`src/rtl/qsb_pkg.sv`:
```
package qsb_pkg;
    typedef enum logic [1:0] {
        ST_IDLE   = 2'd0,
        ST_ARMED  = 2'd1,
        ST_SCAN   = 2'd2,
        ST_DIRECT = 2'd3
    } scan_state_e;
endpackage

```
`src/rtl/qsb_word_mux.sv`:
```
module qsb_word_mux #(
    parameter int NUM_WORDS      = 4,
    parameter int FLAGS_PER_WORD = 2,
    parameter int IDX_W          = $clog2(NUM_WORDS)
) (
    input  logic [NUM_WORDS*FLAGS_PER_WORD-1:0] flags,
    input  logic [IDX_W-1:0]                    sel,
    output logic [FLAGS_PER_WORD-1:0]           word
);
    logic [FLAGS_PER_WORD-1:0] slices [NUM_WORDS];

    for (genvar g = 0; g < NUM_WORDS; g++) begin : g_slice
        assign slices[g] = flags[g*FLAGS_PER_WORD +: FLAGS_PER_WORD];
    end

    assign word = slices[sel];
endmodule

```
`src/rtl/qsb_scan_fsm.sv`:
```
module qsb_scan_fsm
    import qsb_pkg::*;
#(
    parameter int NUM_WORDS  = 4,
    parameter bit CHAIN_HEAD = 1'b0,
    parameter int IDX_W      = $clog2(NUM_WORDS)
) (
    input  logic             clk,
    input  logic             rst_n,
    input  logic             direct_mode,
    input  logic             prog_done,
    input  logic             sel_strobe,
    input  logic [IDX_W-1:0] sel_addr,
    input  logic             tok_in,
    output scan_state_e      state,
    output logic [IDX_W-1:0] idx,
    output logic             load,
    output logic [IDX_W-1:0] load_idx,
    output logic             load_sync,
    output logic             clear
);
    localparam logic [IDX_W-1:0] LAST_IDX = IDX_W'(NUM_WORDS - 1);
    localparam scan_state_e      RST_ST   = CHAIN_HEAD ? ST_ARMED : ST_IDLE;

    scan_state_e      nxt_state;
    logic [IDX_W-1:0] nxt_idx;

    // State register
    always_ff @(posedge clk or negedge rst_n) begin
        if (!rst_n) begin
            state <= RST_ST;
            idx   <= '0;
        end else begin
            state <= nxt_state;
            idx   <= nxt_idx;
        end
    end

    // Next state and load decisions
    always_comb begin
        nxt_state = state;
        load      = 1'b0;
        load_idx  = idx;
        load_sync = 1'b0;
        clear     = 1'b0;
        unique case (state)
            ST_IDLE: begin
                if (direct_mode) begin
                    nxt_state = ST_DIRECT;          // enter_direct
                    clear     = 1'b1;
                end else if (tok_in) begin
                    nxt_state = ST_SCAN;            // take_token
                    load      = 1'b1;
                    load_idx  = '0;
                    load_sync = 1'b1;
                end
            end
            ST_ARMED: begin
                if (direct_mode) begin
                    nxt_state = ST_DIRECT;          // enter_direct
                    clear     = 1'b1;
                end else begin
                    nxt_state = ST_SCAN;            // start_scan
                    load      = 1'b1;
                    load_idx  = '0;
                    load_sync = 1'b1;
                end
            end
            ST_SCAN: begin
                if (direct_mode) begin
                    nxt_state = ST_DIRECT;          // enter_direct
                    clear     = 1'b1;
                end else if (idx != LAST_IDX) begin
                    load      = 1'b1;               // step
                    load_idx  = idx + 1'b1;
                end else if (tok_in) begin
                    load      = 1'b1;               // step (wrap)
                    load_idx  = '0;
                    load_sync = 1'b1;
                end else begin
                    nxt_state = ST_IDLE;            // release
                    clear     = 1'b1;
                end
            end
            ST_DIRECT: begin
                if (!direct_mode) begin
                    nxt_state = RST_ST;             // leave_direct
                    clear     = 1'b1;
                end else if (sel_strobe && prog_done) begin
                    load      = 1'b1;
                    load_idx  = sel_addr;
                end
            end
            default: begin
                nxt_state = RST_ST;
                clear     = 1'b1;
            end
        endcase
        nxt_idx = load ? load_idx : idx;
    end
endmodule

```
`src/rtl/qsb_bus_reg.sv`:
```
module qsb_bus_reg #(
    parameter int FLAGS_PER_WORD = 2
) (
    input  logic                      clk,
    input  logic                      rst_n,
    input  logic                      load,
    input  logic                      clear,
    input  logic                      load_sync,
    input  logic [FLAGS_PER_WORD-1:0] word,
    output logic [FLAGS_PER_WORD-1:0] stat_bus,
    output logic                      bus_en,
    output logic                      word_sync
);
    always_ff @(posedge clk or negedge rst_n) begin
        if (!rst_n) begin
            stat_bus  <= '0;
            bus_en    <= 1'b0;
            word_sync <= 1'b0;
        end else if (clear) begin
            stat_bus  <= '0;
            bus_en    <= 1'b0;
            word_sync <= 1'b0;
        end else if (load) begin
            stat_bus  <= word;
            bus_en    <= 1'b1;
            word_sync <= load_sync;
        end
    end
endmodule

```
`src/rtl/qsb_status_scanner.sv`:
```
module qsb_status_scanner
    import qsb_pkg::*;
#(
    parameter int NUM_WORDS      = 4,
    parameter int FLAGS_PER_WORD = 2,
    parameter bit CHAIN_HEAD     = 1'b0,
    parameter int IDX_W          = $clog2(NUM_WORDS),
    parameter int NUM_Q          = NUM_WORDS * FLAGS_PER_WORD
) (
    input  logic                      clk,
    input  logic                      rst_n,
    input  logic                      direct_mode,
    input  logic                      prog_done,
    input  logic [NUM_Q-1:0]          q_flags,
    input  logic [IDX_W-1:0]          sel_addr,
    input  logic                      sel_strobe,
    input  logic                      tok_in,
    output logic                      tok_out,
    output logic                      word_sync,
    output logic [FLAGS_PER_WORD-1:0] stat_bus,
    output logic                      bus_en
);
    localparam logic [IDX_W-1:0] LAST_IDX = IDX_W'(NUM_WORDS - 1);

    scan_state_e               state;
    logic [IDX_W-1:0]          idx;
    logic                      load;
    logic [IDX_W-1:0]          load_idx;
    logic                      load_sync;
    logic                      clear;
    logic [FLAGS_PER_WORD-1:0] word;

    qsb_scan_fsm #(
        .NUM_WORDS (NUM_WORDS),
        .CHAIN_HEAD(CHAIN_HEAD),
        .IDX_W     (IDX_W)
    ) u_fsm (
        .clk        (clk),
        .rst_n      (rst_n),
        .direct_mode(direct_mode),
        .prog_done  (prog_done),
        .sel_strobe (sel_strobe),
        .sel_addr   (sel_addr),
        .tok_in     (tok_in),
        .state      (state),
        .idx        (idx),
        .load       (load),
        .load_idx   (load_idx),
        .load_sync  (load_sync),
        .clear      (clear)
    );

    qsb_word_mux #(
        .NUM_WORDS     (NUM_WORDS),
        .FLAGS_PER_WORD(FLAGS_PER_WORD),
        .IDX_W         (IDX_W)
    ) u_mux (
        .flags(q_flags),
        .sel  (load_idx),
        .word (word)
    );

    qsb_bus_reg #(
        .FLAGS_PER_WORD(FLAGS_PER_WORD)
    ) u_bus (
        .clk      (clk),
        .rst_n    (rst_n),
        .load     (load),
        .clear    (clear),
        .load_sync(load_sync),
        .word     (word),
        .stat_bus (stat_bus),
        .bus_en   (bus_en),
        .word_sync(word_sync)
    );

    // Token output: last word held in polled scan
    always_comb begin
        tok_out = (state == ST_SCAN) && (idx == LAST_IDX);
    end
endmodule

```
`config.mk`:
```
export PLATFORM = sky130hd
export DESIGN_NAME = qsb_status_scanner
export DESIGN_NICKNAME = d
export VERILOG_FILES = /design/src/rtl/qsb_pkg.sv /design/src/rtl/qsb_word_mux.sv /design/src/rtl/qsb_scan_fsm.sv /design/src/rtl/qsb_bus_reg.sv /design/src/rtl/qsb_status_scanner.sv
export SDC_FILE = /design/constraint.sdc
export NUM_CORES = 1
export LEC_CHECK = 0
export CORE_AREA = 2 2 39 41
export CTS_CLUSTER_SIZE = 12
export DETAILED_ROUTE_END_ITERATION = 8
export DIE_AREA = 0 0 41 43
export DONT_BUFFER_PORTS = 1
export PLACE_DENSITY = 0.62
export SLEW_MARGIN = 20
export SYNTH_ARGS = -nofsm -noshare
export SYNTH_HDL_FRONTEND = slang
export SYNTH_HIERARCHICAL = 1
export SYNTH_SLANG_ARGS = --single-unit
export TNS_END_PERCENT = 50
```
`constraint.sdc`:
```
create_clock -name clk -period 3 [get_ports clk]
set_clock_uncertainty 0.2 [all_clocks]
set_input_delay 0.15 -clock clk [delete_from_list [all_inputs] [get_ports clk]]
set_output_delay 0.15 -clock clk [all_outputs]
set_load 0.05 [all_outputs]
```
# Word level (Yosys, flattened, before mapping)

Index checks and enable logic that the tools add are counted.

Equal/unequal tests: 9
$add $sub $neg: 1
$lt $le $gt $ge: 1
Reductions and logical operators: 6
Bitwise operators: 1
Multiplexer cells: 41

Operators with widths:

| operator                                                         | number |
|---|---|
| 2-bit two-way mux                                                | 17 |
| 1-bit two-way mux                                                | 18 |
| 2-bit one-hot mux with 4 select lines                            | 2 |
| 3-bit != test (second input constant)                            | 3 |
| 2-bit == test (second input constant)                            | 3 |
| 1-bit one-hot mux with 3 select lines                            | 2 |
| 2-bit binary-select mux with 2-bit select                        | 1 |
| 2-bit != test (second input constant)                            | 2 |
| 1-bit one-hot mux with 4 select lines                            | 1 |
| 4-bit AND reduction                                              | 1 |
| 3-bit >= comparator (second input constant)                      | 1 |
| 2-bit NOT with 3-bit output                                      | 1 |
| 2-bit by 1-bit adder with 2-bit output (second input constant)   | 1 |
| 2-bit by 1-bit == test with 1-bit output (second input constant) | 1 |
| 1-bit logical AND                                                | 2 |
| 2-bit zero test                                                  | 1 |
| 2-bit nonzero test                                               | 1 |
| 2-bit OR reduction                                               | 1 |

Input bits: 16
Logic and storage cells: 64
Output and inout bits: 5
Bits in registers: 8

# Logic depth before layout (Yosys ltp)

Depth in word-level cells: 10
Mapped depth: 9
Depth with buffers taken out: 8

# Modules after synthesis

Netlist, hierarchy kept.

By module, submodules not included:

| module             | times used | cells each | area an instance (um2) | seq. area each (um2) |
|---|---|---|---|---|
| qsb_scan_fsm       | 1          | 49         | 405.4                  | 100.1 |
| qsb_bus_reg        | 1          | 12         | 148.9                  | 100.1 |
| qsb_word_mux       | 1          | 2          | 52.6                   | 0.0 |
| qsb_status_scanner | 1          | 1          | 10.0                   | 0.0 |

# Worst setup path after synthesis

No wires, ideal clock.

Path kind: register to register
Start point: reg u_fsm.idx[1]
End point: reg u_bus.stat_bus[0]
Arrival time: 2074 ps
Path buffers: 0
Period minus slack after synthesis: 2400 ps
Setup time: 126 ps
Stages on the path, launching flop included: 9
Slack: 600 ps
Data required time: 2674 ps
Path through: dfrtp_1 ha_1 nand2_1 a2111oi_2 a221oi_2 a21oi_1 mux4_1 mux2i_1 nor2_1

Word-level cells in the longest chain between the ends: 10
Elaborated cells between the ends (all ways): 23
Classes of those cells: add/sub (1); eq/ne (1); mux (19); bitwise (1); reduce/logical (1)

Ends and longest elaborated chain:

| item                                                  | RTL line                 | text |
|---|---|---|
| start, declared                                       | qsb_scan_fsm.sv:16       | `output logic [IDX_W-1:0] idx,` |
| start signal, assigned                                | qsb_scan_fsm.sv:35       | `idx <= nxt_idx;` |
| 2-bit != test                                         | qsb_scan_fsm.sv:73       | `end else if (idx != LAST_IDX) begin` |
| 2-bit two-way mux                                     | qsb_scan_fsm.sv:73       |  |
| 2-bit two-way mux                                     | qsb_scan_fsm.sv:70       | `if (direct_mode) begin` |
| 2-bit one-hot mux with 4 select lines                 | qsb_scan_fsm.sv:46       | `unique case (state)` |
| net load_idx[0]                                       | qsb_status_scanner.sv:28 | `logic [IDX_W-1:0] load_idx;` |
| 2-bit NOT with 3-bit output (implied by the code)     | qsb_word_mux.sv:16       | `assign word = slices[sel];` |
| 2-bit binary-select mux with 2-bit select             | qsb_word_mux.sv:16       |  |
| 2-bit two-way mux (implied by the code) (2 in series) | qsb_word_mux.sv:16       |  |
| net word[0]                                           | qsb_status_scanner.sv:31 | `logic [FLAGS_PER_WORD-1:0] word;` |
| 2-bit two-way mux                                     | qsb_bus_reg.sv:23        | `end else if (load) begin` |
| 2-bit two-way mux                                     | qsb_bus_reg.sv:19        | `end else if (clear) begin` |
| end signal, assigned                                  | qsb_bus_reg.sv:24        | `stat_bus <= word;` |
| end, declared                                         | qsb_bus_reg.sv:10        | `output logic [FLAGS_PER_WORD-1:0] stat_bus,` |

The timed path passes the listed nets, and every way through them passes these cells. The select of a mux whose other input is x is not followed.
A chain may end at the register's enable or synchronous reset.

# Final worst setup path

Start point: reg u_fsm.idx[1]
End point: reg u_bus.stat_bus[1]

The elaborated chain is that of the path after synthesis.

==> summary.txt <==
Routing
  – Initial DRC count: 5
  – Number of remaining DRC errors: 0
  – DR pass1 iterations: 4
  – Routed Antenna Nets: 0
  – DR vias/cell: 5.90
  – Avg WL per Cell: 14.7 um
  – Routed wire length: 1220 um
  – Vias: 490

Placed design
  – GP Congestion: 0.747
  – Port bufs: 0
  – Post-DP Area: 607 um2
  – Post-DP HPWL: 916 um

CTS
  – Max Root-Sink Buffers: 2
  – Sink Count: 8
  – Root buffer cell: clkbuf_4
  – Total CTS buffers: 3
  – Skew-Pair Late Insertion Delay: 250 ps
  – H-tree depth: 1
  – Post CTS Setup Buffer Count: 0
  – Clock-pin slew on the worst setup and hold paths: 60 ps
  – CTS tree: done

Logic synthesis
  – Synth area leader: dfrtp_1
  – Synthesized instance count: 64
  – Area contributors post-synth: dfrtp_1 (32%), mux4_1 (8.5%), a21oi_1 (6.5%)
  – Mapped Nets: 82
  – Unique cell type count in the Yosys netlist: 28
  – Post-synthesis area per instance: 9.64 um2
  – Yosys top cell area share: 32.5%
  – Post-Syn Area: 617 um2
  – YS warnings: 6
  – Synth Register Bits: 8
  – Sequential fraction of the synthesis area: 32.5%

Critical path
  – Worst-path maximum fanout: 7
  – CP Class: flip-flop to flip-flop
  – CP Data Required Time: 2930 ps
  – Setup crit end kind: flip-flop
  – Startpoint types: flip-flop
  – CP arrival: 2600 ps

Power
  – Total leakage power: 0.289 nW
  – Maximum vdd drop: 0.472 mV
  – PD cells: 615 nW/um2

Timing
  – Setup TNS: 0 ps
  – Fin crit period: 2680 ps
  – Fin. max-slew vios: 0
  – Hold Fails Final Rpt: 0
  – Worst Tran Pin Value: 502 ps
  – Period utilization: 89.2%
  – Final setup vio count: 0
  – F_max: 374 MHz
  – Min Hold Slack: 14.3 ps
  – RSZ-0062 raised after global routing: false
  – Slew headroom: 66.5%

Layout
  – Synth-to-Final Area Change: 8.52%
  – Antenna cells: 0
  – Fin nets: 87
  – Share of cells above drive strength 1: 14.9%
  – Design Area, Final: 669 um2

Status
  – Status: finished, final reports clean

Worst hold path
  – Worst Hold Class: primary input to flip-flop

Floorplanning
  – IO Count: 21
  – Overall die height: 43 um
  – Die Width: 41 um
  – Row cnt: 14
  – Starting Density: 44.6%
  – Core area: 1380 um2
  – Die area: 1760 um2

Global route
  – Gr usage total: 17.6%
  – Initial antenna violation count: 0
  – Largest net degree at the start of global routing: 12
  – Total grt overflow: 0
  – Vias in the first global route: 507
  – Global-route wire length before repair: 2190 um

Run
  – Max cap viols: 0
[report_power, final]
part	switching [mW]	internal (mW)	leakage [nW]
clock	0.0365	0.0458	0.0138
combinational	0.0722	0.0764	0.174
sequential	0.0541	0.126	0.101
total	0.163	0.249	0.289
[Yosys cell counts]
cell type	instances
and3_4	2
nand2_2	1
nand2_1	4
buf_4	2
dfrtp_1	8
clkbuf_1	1
nand4_1	1
a32oi_2	1
nand2b_1	1
a21oi_1	8
inv_1	3
nor3_1	1
clkinv_1	1
a221oi_2	1
o31a_1	1
a21o_1	1
a2111oi_2	1
nor2_1	10
o21ai_0	3
o2111ai_1	1
ha_1	2
and4b_1	1
o31ai_1	1
mux4_1	2
a31oi_1	1
mux2i_1	3
mux2_4	1
buf_6	1
[registers in the layout, summed over array words and instances, names as in the netlist]
signal / count
u_bus/stat_bus: 2
u_fsm/state: 2
u_bus/bus_en: 1
u_fsm/idx: 2
u_bus/word_sync: 1
[path summary, 6_finish.rpt]
path | start | end | slack (ps) | cells past startpoint
max | u_fsm/idx[1] | u_bus/stat_bus[1] | 320 | 8
min | direct_mode | u_bus/bus_en | 10 | 3
max reg2reg | u_fsm/idx[1] | u_bus/stat_bus[1] | 320 | 8
min reg2reg | u_fsm/idx[0] | u_fsm/idx[0] | 470 | 2
max in group asynchronous | rst_n | u_fsm/idx[0] | 2300 | 1
min in group asynchronous | rst_n | u_bus/bus_en | 40 | 1
[repair_timing]
item / in CTS / in global routing
resized for setup: 0 / 0
hold endpoints to repair: 12 / 0
hold buffers: 4 / 0
[placed cells by master, fill, tap and decap left out, drive strengths merged]
cell type	count
a2111oi	1
a21o	1
a21oi	8
a221oi	1
a31oi	1
a32oi	1
and3	2
and4b	1
clkbuf	3
clkinv	1
dfrtp	8
dlygate4sd3	4
ha	2
inv	3
mux2	1
mux2i	3
mux4	2
nand2	5
nand2b	1
nand4	1
nor2	10
nor3	1
o2111ai	1
o21ai	3
o31a	1
o31ai	1
[metrics by stage]
stage                     cells  util, %  power, mW  setup WS, ps
after floorplan              64        -      0.302           600
after global placement       76     43.9      0.322           350
after detailed placement     76     43.9      0.324           338
after CTS                    83     48.4      0.414           332
after global routing         83     48.4      0.444           108
final                        83     48.4      0.411           324
[worst max-delay path, cell delays in order (launching register included)]
cell	delay (ps)
dfrtp_1	470
ha_1	280
nand2_1	120
a2111oi_2	400
a221oi_2	70
a21oi_1	240
mux4_1	580
mux2i_1	140
nor2_1	50
[kinds of logic after synthesis]
family	count (synthesis)	synth area share [%]
compound gates	19	22.7
fa+ha+maj	2	4.06
buf+inv	8	7.30
simple gates	21	17.6
flops	8	32.5
mux	6	15.8
[per-layer routing]
metal | part of all wire [%] | global-route usage [%] | vias up
li1 | - | - | 243
met1 | 46 | 25.8 | 230
met2 | 46 | 25.3 | 17
met3 | 8.6 | 6.28 | 0
met4 | 0 | 2.00 | 0
met5 | 0 | 0 | -
[layout make-up]
| cell class | instances | area, um2 |
|---|---|---|
| clock buffer | 3 | 22.5 |
| fill | 131 | 714 |
| inverter | 4 | 15.0 |
| multi-input combinational | 48 | 372 |
| sequential | 8 | 200 |
| tap | 16 | 20.0 |
| timing repair buffer | 4 | 40.0 |
Note: power is estimated with default switching activity, not from simulation.
